### src/rtl/msplit_pkg.sv
package msplit_pkg;
  typedef enum logic {ST_IDLE = 1'b0, ST_RUN = 1'b1} msplit_st_e;
endpackage

### src/rtl/msplit_piece.sv
// Chooses the next aligned piece: the largest power-of-two size that is
// both aligned at the current offset and no larger than the bytes left.
module msplit_piece #(
  parameter int LANES = 4,
  parameter int OFF_W = 2,
  parameter int SZ_W  = 2
) (
  input  logic [OFF_W-1:0] off,
  input  logic [OFF_W:0]   remain,
  output logic [SZ_W-1:0]  sz_code,
  output logic [OFF_W:0]   nbytes,
  output logic [LANES-1:0] be
);
  always_comb begin
    logic found;
    found   = 1'b0;
    sz_code = '0;
    nbytes  = (OFF_W+1)'(1);
    for (int s = OFF_W; s >= 0; s--) begin
      if (!found && (int'(remain) >= (1 << s)) && ((int'(off) % (1 << s)) == 0)) begin
        found   = 1'b1;
        sz_code = SZ_W'(s);
        nbytes  = (OFF_W+1)'(1 << s);
      end
    end
  end

  always_comb begin
    for (int o = 0; o < LANES; o++) begin
      be[LANES-1-o] = (o >= int'(off)) && (o < int'(off) + int'(nbytes));
    end
  end
endmodule

### src/rtl/msplit_lanes.sv
// Steers write bytes onto lanes and pulls the enabled read bytes down
// into a right-justified piece value.
module msplit_lanes #(
  parameter int DATA_W = 32,
  parameter int LANES  = 4,
  parameter int OFF_W  = 2
) (
  input  logic [OFF_W-1:0]  off,
  input  logic [OFF_W:0]    nbytes,
  input  logic [DATA_W-1:0] wsh,
  input  logic [DATA_W-1:0] rd,
  output logic [DATA_W-1:0] wd,
  output logic [DATA_W-1:0] piece
);
  logic [DATA_W-1:0] mask;

  generate
    for (genvar b = 0; b < LANES; b++) begin : g_mask
      assign mask[8*b +: 8] = (b < int'(nbytes)) ? 8'hFF : 8'h00;
    end
  endgenerate

  assign wd    = wsh >> (8 * int'(off));
  assign piece = (rd >> (8 * (LANES - int'(off) - int'(nbytes)))) & mask;
endmodule

### src/rtl/misalign_splitter.sv
module misalign_splitter
  import msplit_pkg::*;
#(
  parameter  int ADDR_W = 32,
  parameter  int DATA_W = 32,
  localparam int LANES  = DATA_W / 8,
  localparam int OFF_W  = $clog2(LANES),
  localparam int SZ_W   = $clog2(OFF_W + 1)
) (
  input  logic              clk,
  input  logic              rst_n,
  input  logic              req_valid,
  output logic              req_ready,
  input  logic [ADDR_W-1:0] req_addr,
  input  logic [SZ_W-1:0]   req_size,
  input  logic              req_write,
  input  logic [DATA_W-1:0] req_wdata,
  output logic              busy,
  output logic              done,
  output logic [DATA_W-1:0] rdata,
  output logic              bus_req,
  output logic [ADDR_W-1:0] bus_addr,
  output logic [SZ_W-1:0]   bus_size,
  output logic              bus_we,
  output logic [LANES-1:0]  bus_be,
  output logic [DATA_W-1:0] bus_wdata,
  input  logic [DATA_W-1:0] bus_rdata,
  input  logic              bus_ack
);
  msplit_st_e        st_q;
  logic [ADDR_W-1:0] cur_q;
  logic [OFF_W:0]    left_q;
  logic [DATA_W-1:0] wsh_q, acc_q, rdata_q;
  logic              we_q, done_q;

  logic [OFF_W:0]    pc_n;
  logic [DATA_W-1:0] piece, merged;
  logic [OFF_W:0]    req_n;
  logic              accept, last;

  msplit_piece #(.LANES(LANES), .OFF_W(OFF_W), .SZ_W(SZ_W)) u_piece (
    .off(cur_q[OFF_W-1:0]), .remain(left_q),
    .sz_code(bus_size), .nbytes(pc_n), .be(bus_be)
  );

  msplit_lanes #(.DATA_W(DATA_W), .LANES(LANES), .OFF_W(OFF_W)) u_lanes (
    .off(cur_q[OFF_W-1:0]), .nbytes(pc_n), .wsh(wsh_q), .rd(bus_rdata),
    .wd(bus_wdata), .piece(piece)
  );

  assign req_ready = (st_q == ST_IDLE);
  assign busy      = (st_q == ST_RUN);
  assign bus_req   = busy;
  assign bus_addr  = cur_q;
  assign bus_we    = we_q;
  assign done      = done_q;
  assign rdata     = rdata_q;

  assign accept = req_valid && req_ready;
  assign last   = (left_q == pc_n);
  assign merged = (acc_q << (8 * int'(pc_n))) | piece;
  assign req_n  = (int'(req_size) > OFF_W) ? (OFF_W+1)'(LANES)
                                            : (OFF_W+1)'(1 << req_size);

  always_ff @(posedge clk) begin
    if (!rst_n) begin
      st_q    <= ST_IDLE;
      cur_q   <= '0;
      left_q  <= '0;
      wsh_q   <= '0;
      acc_q   <= '0;
      rdata_q <= '0;
      we_q    <= 1'b0;
      done_q  <= 1'b0;
    end else begin
      done_q <= 1'b0;
      if (accept) begin
        st_q   <= ST_RUN;
        cur_q  <= req_addr;
        left_q <= req_n;
        we_q   <= req_write;
        acc_q  <= '0;
        wsh_q  <= req_wdata << (8 * (LANES - int'(req_n)));
      end else if (busy && bus_ack) begin
        cur_q  <= cur_q + ADDR_W'(pc_n);
        left_q <= left_q - pc_n;
        acc_q  <= merged;
        wsh_q  <= wsh_q << (8 * int'(pc_n));
        if (last) begin
          st_q    <= ST_IDLE;
          done_q  <= 1'b1;
          rdata_q <= merged;
        end
      end
    end
  end

  a_r4_aligned: assert property (@(posedge clk) disable iff (!rst_n)
    bus_req |-> ((int'(bus_addr[OFF_W-1:0]) % (1 << bus_size)) == 0));

  a_r4_lane_count: assert property (@(posedge clk) disable iff (!rst_n)
    bus_req |-> ($countones(bus_be) == (1 << bus_size)));

  a_r5_hold: assert property (@(posedge clk) disable iff (!rst_n)
    (bus_req && !bus_ack) |=> (bus_req && $stable(bus_addr) && $stable(bus_be)
                               && $stable(bus_wdata)));

  a_r8_accept_busy: assert property (@(posedge clk) disable iff (!rst_n)
    (req_valid && req_ready) |=> (busy && bus_req && !req_ready));

  a_r9_single_pulse: assert property (@(posedge clk) disable iff (!rst_n)
    done |=> !done);

  a_r9_done_idle: assert property (@(posedge clk) disable iff (!rst_n)
    done |-> (!busy && req_ready));

  a_r10_idle_ack: assert property (@(posedge clk) disable iff (!rst_n)
    (!busy && !req_valid) |=> (!done && !bus_req));
endmodule

### config.mk
export PLATFORM = sky130hd
export DESIGN_NAME = misalign_splitter
export DESIGN_NICKNAME = d
export VERILOG_FILES = /design/src/rtl/msplit_pkg.sv /design/src/rtl/msplit_piece.sv /design/src/rtl/msplit_lanes.sv /design/src/rtl/misalign_splitter.sv
export SDC_FILE = /design/constraint.sdc
export NUM_CORES = 1
export LEC_CHECK = 0
export BUFFER_PORTS_ARGS = -buffer_cell sky130_fd_sc_hd__buf_4
export CAP_MARGIN = 40
export CORE_ASPECT_RATIO = 0.7
export CORE_MARGIN = 1
export CORE_UTILIZATION = 46
export CTS_CLUSTER_DIAMETER = 120
export DETAILED_ROUTE_END_ITERATION = 7
export GPL_TIMING_DRIVEN = 0
export PLACE_DENSITY = 0.76
export SLEW_MARGIN = 25
export SYNTH_ARGS = -nofsm -noshare
export SYNTH_HDL_FRONTEND = slang
export SYNTH_SLANG_ARGS = --single-unit
### constraint.sdc
create_clock -name clk -period 6.1 [get_ports clk]
set_input_delay 0.915 -clock clk [delete_from_list [all_inputs] [get_ports clk]]
set_output_delay 0.915 -clock clk [all_outputs]
set_load 0.05 [all_outputs]
; ---- Word level (Yosys, flattened, before mapping)
; Index checks and enable logic that the tools add are counted.
[totals]
latch_bits = 0
word_cells = 84
mem_bits_rw = 0
mem_count = 0
romBits = 0
reg_bits = 134
[classes]
div = 0
addsub = 6
shift = 6
bitwise = 6
order_cmp = 15
muxes = 23
mul = 0
n_reduce_logical = 19
n_eq_ne = 1
[op_table]
columns = cell, count
row1 = 32-bit two-way mux, 4
row2 = 32-bit zero test, 2
row3 = "3-bit by 32-bit less-than comparator with 1-bit output, first input constant", 2
row4 = 32-bit by 6-bit left shift with 32-bit output, 2
row5 = 32-bit by 3-bit adder with 32-bit output, 1
row6 = 32-bit bitwise AND, 1
row7 = "1-bit by 32-bit less-than comparator with 1-bit output, first input constant", 1
row8 = "2-bit by 32-bit less-than comparator with 1-bit output, first input constant", 1
row9 = 8-bit two-way mux, 4
row10 = 32-bit bitwise OR, 1
row11 = 32-bit by 32-bit left shift with 32-bit output, 1
row12 = 32-bit by 32-bit >> shifter with 32-bit output, 1
row13 = 32-bit by 5-bit >> shifter with 32-bit output, 1
row14 = 29-bit by 4-bit subtractor with 29-bit output, 1
row15 = 3-bit two-way mux, 6
row16 = 1-bit logical AND, 9
row17 = "1-bit by 3-bit less-than comparator with 1-bit output, first input constant", 2
row18 = "2-bit by 3-bit less-than comparator with 1-bit output, first input constant", 2
row19 = 1-bit two-way mux, 6
row20 = 2-bit two-way mux, 3
row21 = 2-bit by 3-bit adder with 4-bit output, 1
row22 = "1-bit by 2-bit >= comparator with 1-bit output, first input constant", 2
row23 = 1-bit NOT, 4
row24 = 2-bit nonzero test, 2
row25 = other kinds (15), 16

; ---- Longest topological paths before layout
[logic_depth]
word_depth = 14
depth_mapped = 17
mapped_depth_nobuf = 13

; ---- By module
; A second synthesis with hierarchy kept.
[unflattened]
hier_cells = 988
hier_area_um2 = 8309.2
[by_module_without_submodules]
columns = module, n_inst, cells_per_inst, area_each_um2
row1 = misalign_splitter, 1, 784, 6784.0
row2 = msplit_lanes, 1, 189, 1412.6
row3 = msplit_piece, 1, 15, 112.6

; ---- Worst setup path before layout
; OpenSTA, ideal clock, no wires.
[synth_timing]
path_kind = flip-flop to output port
start = register cur_q[1] (netlist: bus_addr[1])
end = output port bus_be[2]
required_ns = 5.185
path_stages_with_launch = 12
arrival_time_ns = 3.903
path_slack_ns = 1.282
cell_sequence = dfxtp_1 > clkbuf_1 > buf_1 > inv_1 > ha_1 > and2_1 > inv_2 > nand2_1 > inv_1 > ha_1 > xor2_1 > a32oi_1
[synth_between]
elab_chain_cells = 13
[synth_lines]
columns = element, line
row1 = from (decl), misalign_splitter.sv:31  ; logic [ADDR_W-1:0] cur_q;
row2 = from (signal assigned), misalign_splitter.sv:79  ; cur_q <= req_addr;
row3 = from (signal assigned), misalign_splitter.sv:85  ; cur_q <= cur_q + ADDR_W'(pc_n);
row4 = 32-bit zero test, msplit_piece.sv:20  ; if (!found && (int'(remain) >= (1 << s)) && ((int'(off) % (1 << s)) == 0)) begin
row5 = 1-bit logical AND, msplit_piece.sv:20
row6 = 1-bit two-way mux, msplit_piece.sv:20
row7 = 1-bit zero test, msplit_piece.sv:20
row8 = 1-bit logical AND (2 in series), msplit_piece.sv:20
row9 = 1-bit two-way mux, msplit_piece.sv:20
row10 = 1-bit zero test, msplit_piece.sv:20
row11 = 1-bit logical AND, msplit_piece.sv:20
row12 = 3-bit two-way mux, msplit_piece.sv:20
row13 = 2-bit by 3-bit adder with 4-bit output, msplit_piece.sv:30  ; be[LANES-1-o] = (o >= int'(off)) && (o < int'(off) + int'(nbytes));
row14 = 2-bit by 32-bit less-than comparator with 1-bit output, msplit_piece.sv:30
row15 = 1-bit logical AND *, msplit_piece.sv:30
row16 = to (decl), misalign_splitter.sv:25  ; output logic [LANES-1:0] bus_be,
; Every way passes the cells marked *; elsewhere a longest branch is shown, timed or not.

; ---- Final worst setup path
[layout_timing]
start = register cur_q[1] (netlist: bus_addr[1])
end = register rdata_q[22] (netlist: rdata[22])
[layout_between]
elab_chain_cells = 14
[layout_lines]
columns = element, line
row1 = 32-bit zero test, msplit_piece.sv:20
row2 = 1-bit logical AND, msplit_piece.sv:20
row3 = 1-bit two-way mux, msplit_piece.sv:20
row4 = 1-bit zero test, msplit_piece.sv:20
row5 = 1-bit logical AND (2 in series), msplit_piece.sv:20
row6 = 1-bit two-way mux, msplit_piece.sv:20
row7 = 1-bit zero test, msplit_piece.sv:20
row8 = 1-bit logical AND, msplit_piece.sv:20
row9 = 3-bit two-way mux, msplit_piece.sv:20
row10 = 29-bit by 4-bit subtractor with 29-bit output / 2-bit by 3-bit less-than comparator with 1-bit output (equally long branches), "msplit_lanes.sv:24, msplit_lanes.sv:19"
row11 = 32-bit by 32-bit >> shifter with 32-bit output / 8-bit two-way mux (equally long branches), "msplit_lanes.sv:24, msplit_lanes.sv:19"
row12 = 32-bit bitwise AND, msplit_lanes.sv:24  ; assign piece = (rd >> (8 * (LANES - int'(off) - int'(nbytes)))) & mask;
row13 = 32-bit bitwise OR, misalign_splitter.sv:61  ; assign merged = (acc_q << (8 * int'(pc_n))) | piece;
row14 = to (signal assigned), misalign_splitter.sv:92  ; rdata_q <= merged;
row15 = to (decl), misalign_splitter.sv:33  ; logic [DATA_W-1:0] wsh_q, acc_q, rdata_q;
; Several ways; a longest one is shown, not always the timed one.
; A chain may end at the register's enable or synchronous reset.

==> flow_summary.yaml <==
route:
  via_per_inst: 6.011
  drc_errors: 0
  drt-initial-drc-count: 903
  ant_nets: 0
  firstDrtPassIters: 6
  vias: 8434
  wirelength_um: 27230
  wl_per_cell_um: 19.41
clocking:
  clock_latency_ns: 0.44
  max-clock-path-buffers: 2
  cts_root_buf: "clkbuf_16"
  post-cts-setup-buffers: 0
  htreeDepth: 4
  path_clk_slew_ns: 0.07
  clock-sinks: 126
  cts_made_buffers: 17
  cts_tree: "done"
setup_path:
  timing.rr.end: "rdata[22]"
  crit_top_cell: "clkbuf_1"
  crit_path_end: "rdata[22]"
  crit_path_end_kind: "register"
  cp_slowest_cell: "clkbuf_1"
  reg2reg_setup_slack_ns: 0.30
  crit_path_max_fanout: 11
  timing.rr.start: "bus_addr[1]"
  crit_path_cell_trace: "clkbuf_1 -> buf_1 -> inv_1 -> ha_1 -> nand2b_1 -> a22oi_2 -> clkbuf_1 -> ha_1 -> fa_1 -> inv_1 -> fa_1 -> nand2b_1 -> buf_1 -> a21oi_1 -> clkbuf_1 -> a31oi_1 -> a21oi_1"
  critPathMaxStageDelay_ns: 0.51
  r2r_cells: 17
  worstPathArrival_ns: 6.17
  startpoint_type: "register"
  crit_type: "register to register"
  crit_start: "bus_addr[1]"
  required_ns: 6.47
placed_design:
  gp_congestion: 0.9775
  io_buffer_count: 209
  dp.final_hpwl_um: 20740
  place_area_sq_mm: 0.009273
timing:
  period_minus_slack_ns: 5.797
  finClkSkew_ns: 0.01322
  final-hold-violation-count: 0
  rsz0062_at_grt: "no"
  finalCritPeriodShare: 0.9504
  fmax_mhz: 172.5
  slew_violations: 0
  setup_tns_ns: 0
  slew_headroom: 0.4853
  worst_pin_slew_ns: 0.7706
  setup_viol: 0
pwr:
  vdd.ir_drop.worst_uv: 162.3
  swShare: 0.4054
  power.density_mw_per_mm2: 304.1
  pwr-share-comb: 0.355
  leakagePower_nw: 3.879
  p_int_mw: 1.783
  power_mw: 2.998
  clockPowerShare: 0.330
  p_switching_mw: 1.215
  seq_power_share: 0.315
synthesis:
  synth-edff-count: 0
  synth_ff_type: "dfxtp_1"
  synth_seq_cells: 126
  synth-seq-area-share: 0.3384
  syn-cell-area_sq_mm: 0.007453
  synth_cell_type_count: 57
  async_flop_share: 0
  syn-num-nets: 1079
  syn_avg_cell_area_sq_um: 7.756
  synth_cells: 961
  yosys_warnings: 0
global_routing:
  grt_pass1_wl_um: 41900
  track_usage: 0.3289
  antenna_found_initial: 0
  grt_pass1_vias: 7348
  grt_max_degree: 17
  overflow: 0
cells_and_area:
  n_antenna_cell: 0
  design_area_sq_mm: 0.009857
  nets: 1308
  drive_gt1_frac: 0.2411
  syn2layout_area_growth_pct: 32.25
floorplan:
  core_sq_mm: 0.01564
  die_height_um: 108.5
  die_area_sq_mm: 0.01672
  io_pins: 210
  rows: 38
  start_util: 0.4765
  die_x_um: 154.1
worst_hold_path:
  min_path_type: "register to register"
flow_run:
  maxCapViolations: 0
outcome:
  status: "finished clean"
==> layout by cell type (no fill, tap or decap), drive strengths merged, types with 21 or more instances in the layout <==
master	synthesis	layout
buf	17	226
mux2	24	24
a21oi	151	151
a211oi	21	21
clkbuf	65	83
inv	18	26
mux2i	44	44
o21ai	110	110
nor2	56	56
dfxtp	126	126
nand2	118	118
==> cells in the mapped netlist, drive strengths merged (4+ instances only) <==
library cell  count  area, sq um
buf              17        86.33
nor2b            11        68.82
clkbuf           65        244.0
mux4              8        180.2
dfxtp           126         2522
nand2           118        450.4
and2             12        75.08
a22oi            17        127.6
a221oi           10        87.58
nor3             17        85.08
nor2             56        210.2
nand4             7        43.79
nand2b            5        31.28
mux2             24        270.3
mux2i            44        440.4
and3              4        26.28
a31oi            13        81.33
a211oi           21        157.7
or4               4        30.03
nand3b            8        60.06
and4              6        52.55
o21ai           110        550.5
ha               12        150.1
xnor2            16        140.1
nand3            17        90.09
a21oi           151        755.7
nor4             10        62.56
or3               4        25.02
inv              18        67.56
==> registers in the layout (all words and copies together), names as in the netlist <==
name      cells
acc_q        24
bus_addr     32
bus_req       1
bus_we        1
done          1
left_q        3
rdata        32
wsh_q        32
==> power groups by stage <==
stage / Combinational, mW / Clock (mW) / Sequential [mW]
3_5_place_dp: 1.03 / 0 / 0.959
2_1_floorplan: 0.616 / 0 / 1.04
5_1_grt: 1.13 / 1.03 / 0.952
3_3_place_gp: 1.03 / 0 / 0.959
6_report: 1.06 / 0.989 / 0.945
4_1_cts: 1.04 / 0.992 / 0.942
==> layout make-up <==
cell class	instances	area [sq um]
clock inverter	15	146.4
fill	1403	5786
multi-input combinational	733	4531
timing repair buffer	210	1577
sequential	126	2522
tap	200	250.2
buffer	82	330.3
inverter	20	75.07
clock buffer	17	425.4
==> through the flow <==
stage | instances | hold WS, ns | utilization | setup WS (ns)
floorplan | 961 | 0.4500 | - | 1.282
global placement | 1370 | 0.4468 | 0.5928 | 0.2886
detailed placement | 1370 | 0.4534 | 0.5928 | 0.2457
CTS | 1402 | 0.4686 | 0.6293 | 0.2129
global route | 1403 | 0.4842 | 0.6301 | 0.01412
finish | 1403 | 0.4641 | 0.6301 | 0.3026
==> worst max-delay path, delay by kind of cell, from the launching register on <==
kind / cells / cell delay [ns]
buf+inv: 7 / 2.25
compound gates: 4 / 1.43
fa+ha+maj: 4 / 1.25
flops: 1 / 0.45
simple gates: 2 / 0.36
==> worst min path at each step <==
stage / startpoint / endpoint / slack [ns] / cells past startpoint
after floorplan: acc_q[0] / acc_q[0] / 0.45 / 2
after global placement: bus_we / bus_we / 0.45 / 2
after detailed placement: rdata[1] / rdata[1] / 0.45 / 2
after CTS: rdata[2] / rdata[2] / 0.47 / 2
after global routing: rdata[6] / rdata[6] / 0.48 / 2
final: bus_we / bus_we / 0.46 / 2
==> logic make-up (layout without fill, tap and decap cells) <==
kind of cell	Yosys count	after routing	share of synthesized area
AND/OR/NAND/NOR	280	280	0.1769
AO/OA/AOI/OAI	343	343	0.2602
flip-flops	126	126	0.3384
XOR/XNOR	19	19	0.02233
adder cells (fa/ha/maj)	15	15	0.02820
multiplexers	76	76	0.1195
buffers and inverters	102	344	0.05439
==> metal layers <==
layer,vias up,wire (um),part of all wire,global-route usage
met5,-,0,0,0
met4,0,569,0.021,0.1000
met3,54,3641,0.13,0.1018
met2,558,10660,0.39,0.4484
met1,3881,12360,0.45,0.4850
li1,3941,-,-,-
==> what timing repair did <==
| action | in CTS | in global routing |
|---|---|---|
| hold buffers | 0 | 0 |
| gates resized for setup | 0 | 1 |
| setup endpoints to repair | 0 | 20 |
(Power assumes the default switching activity.)
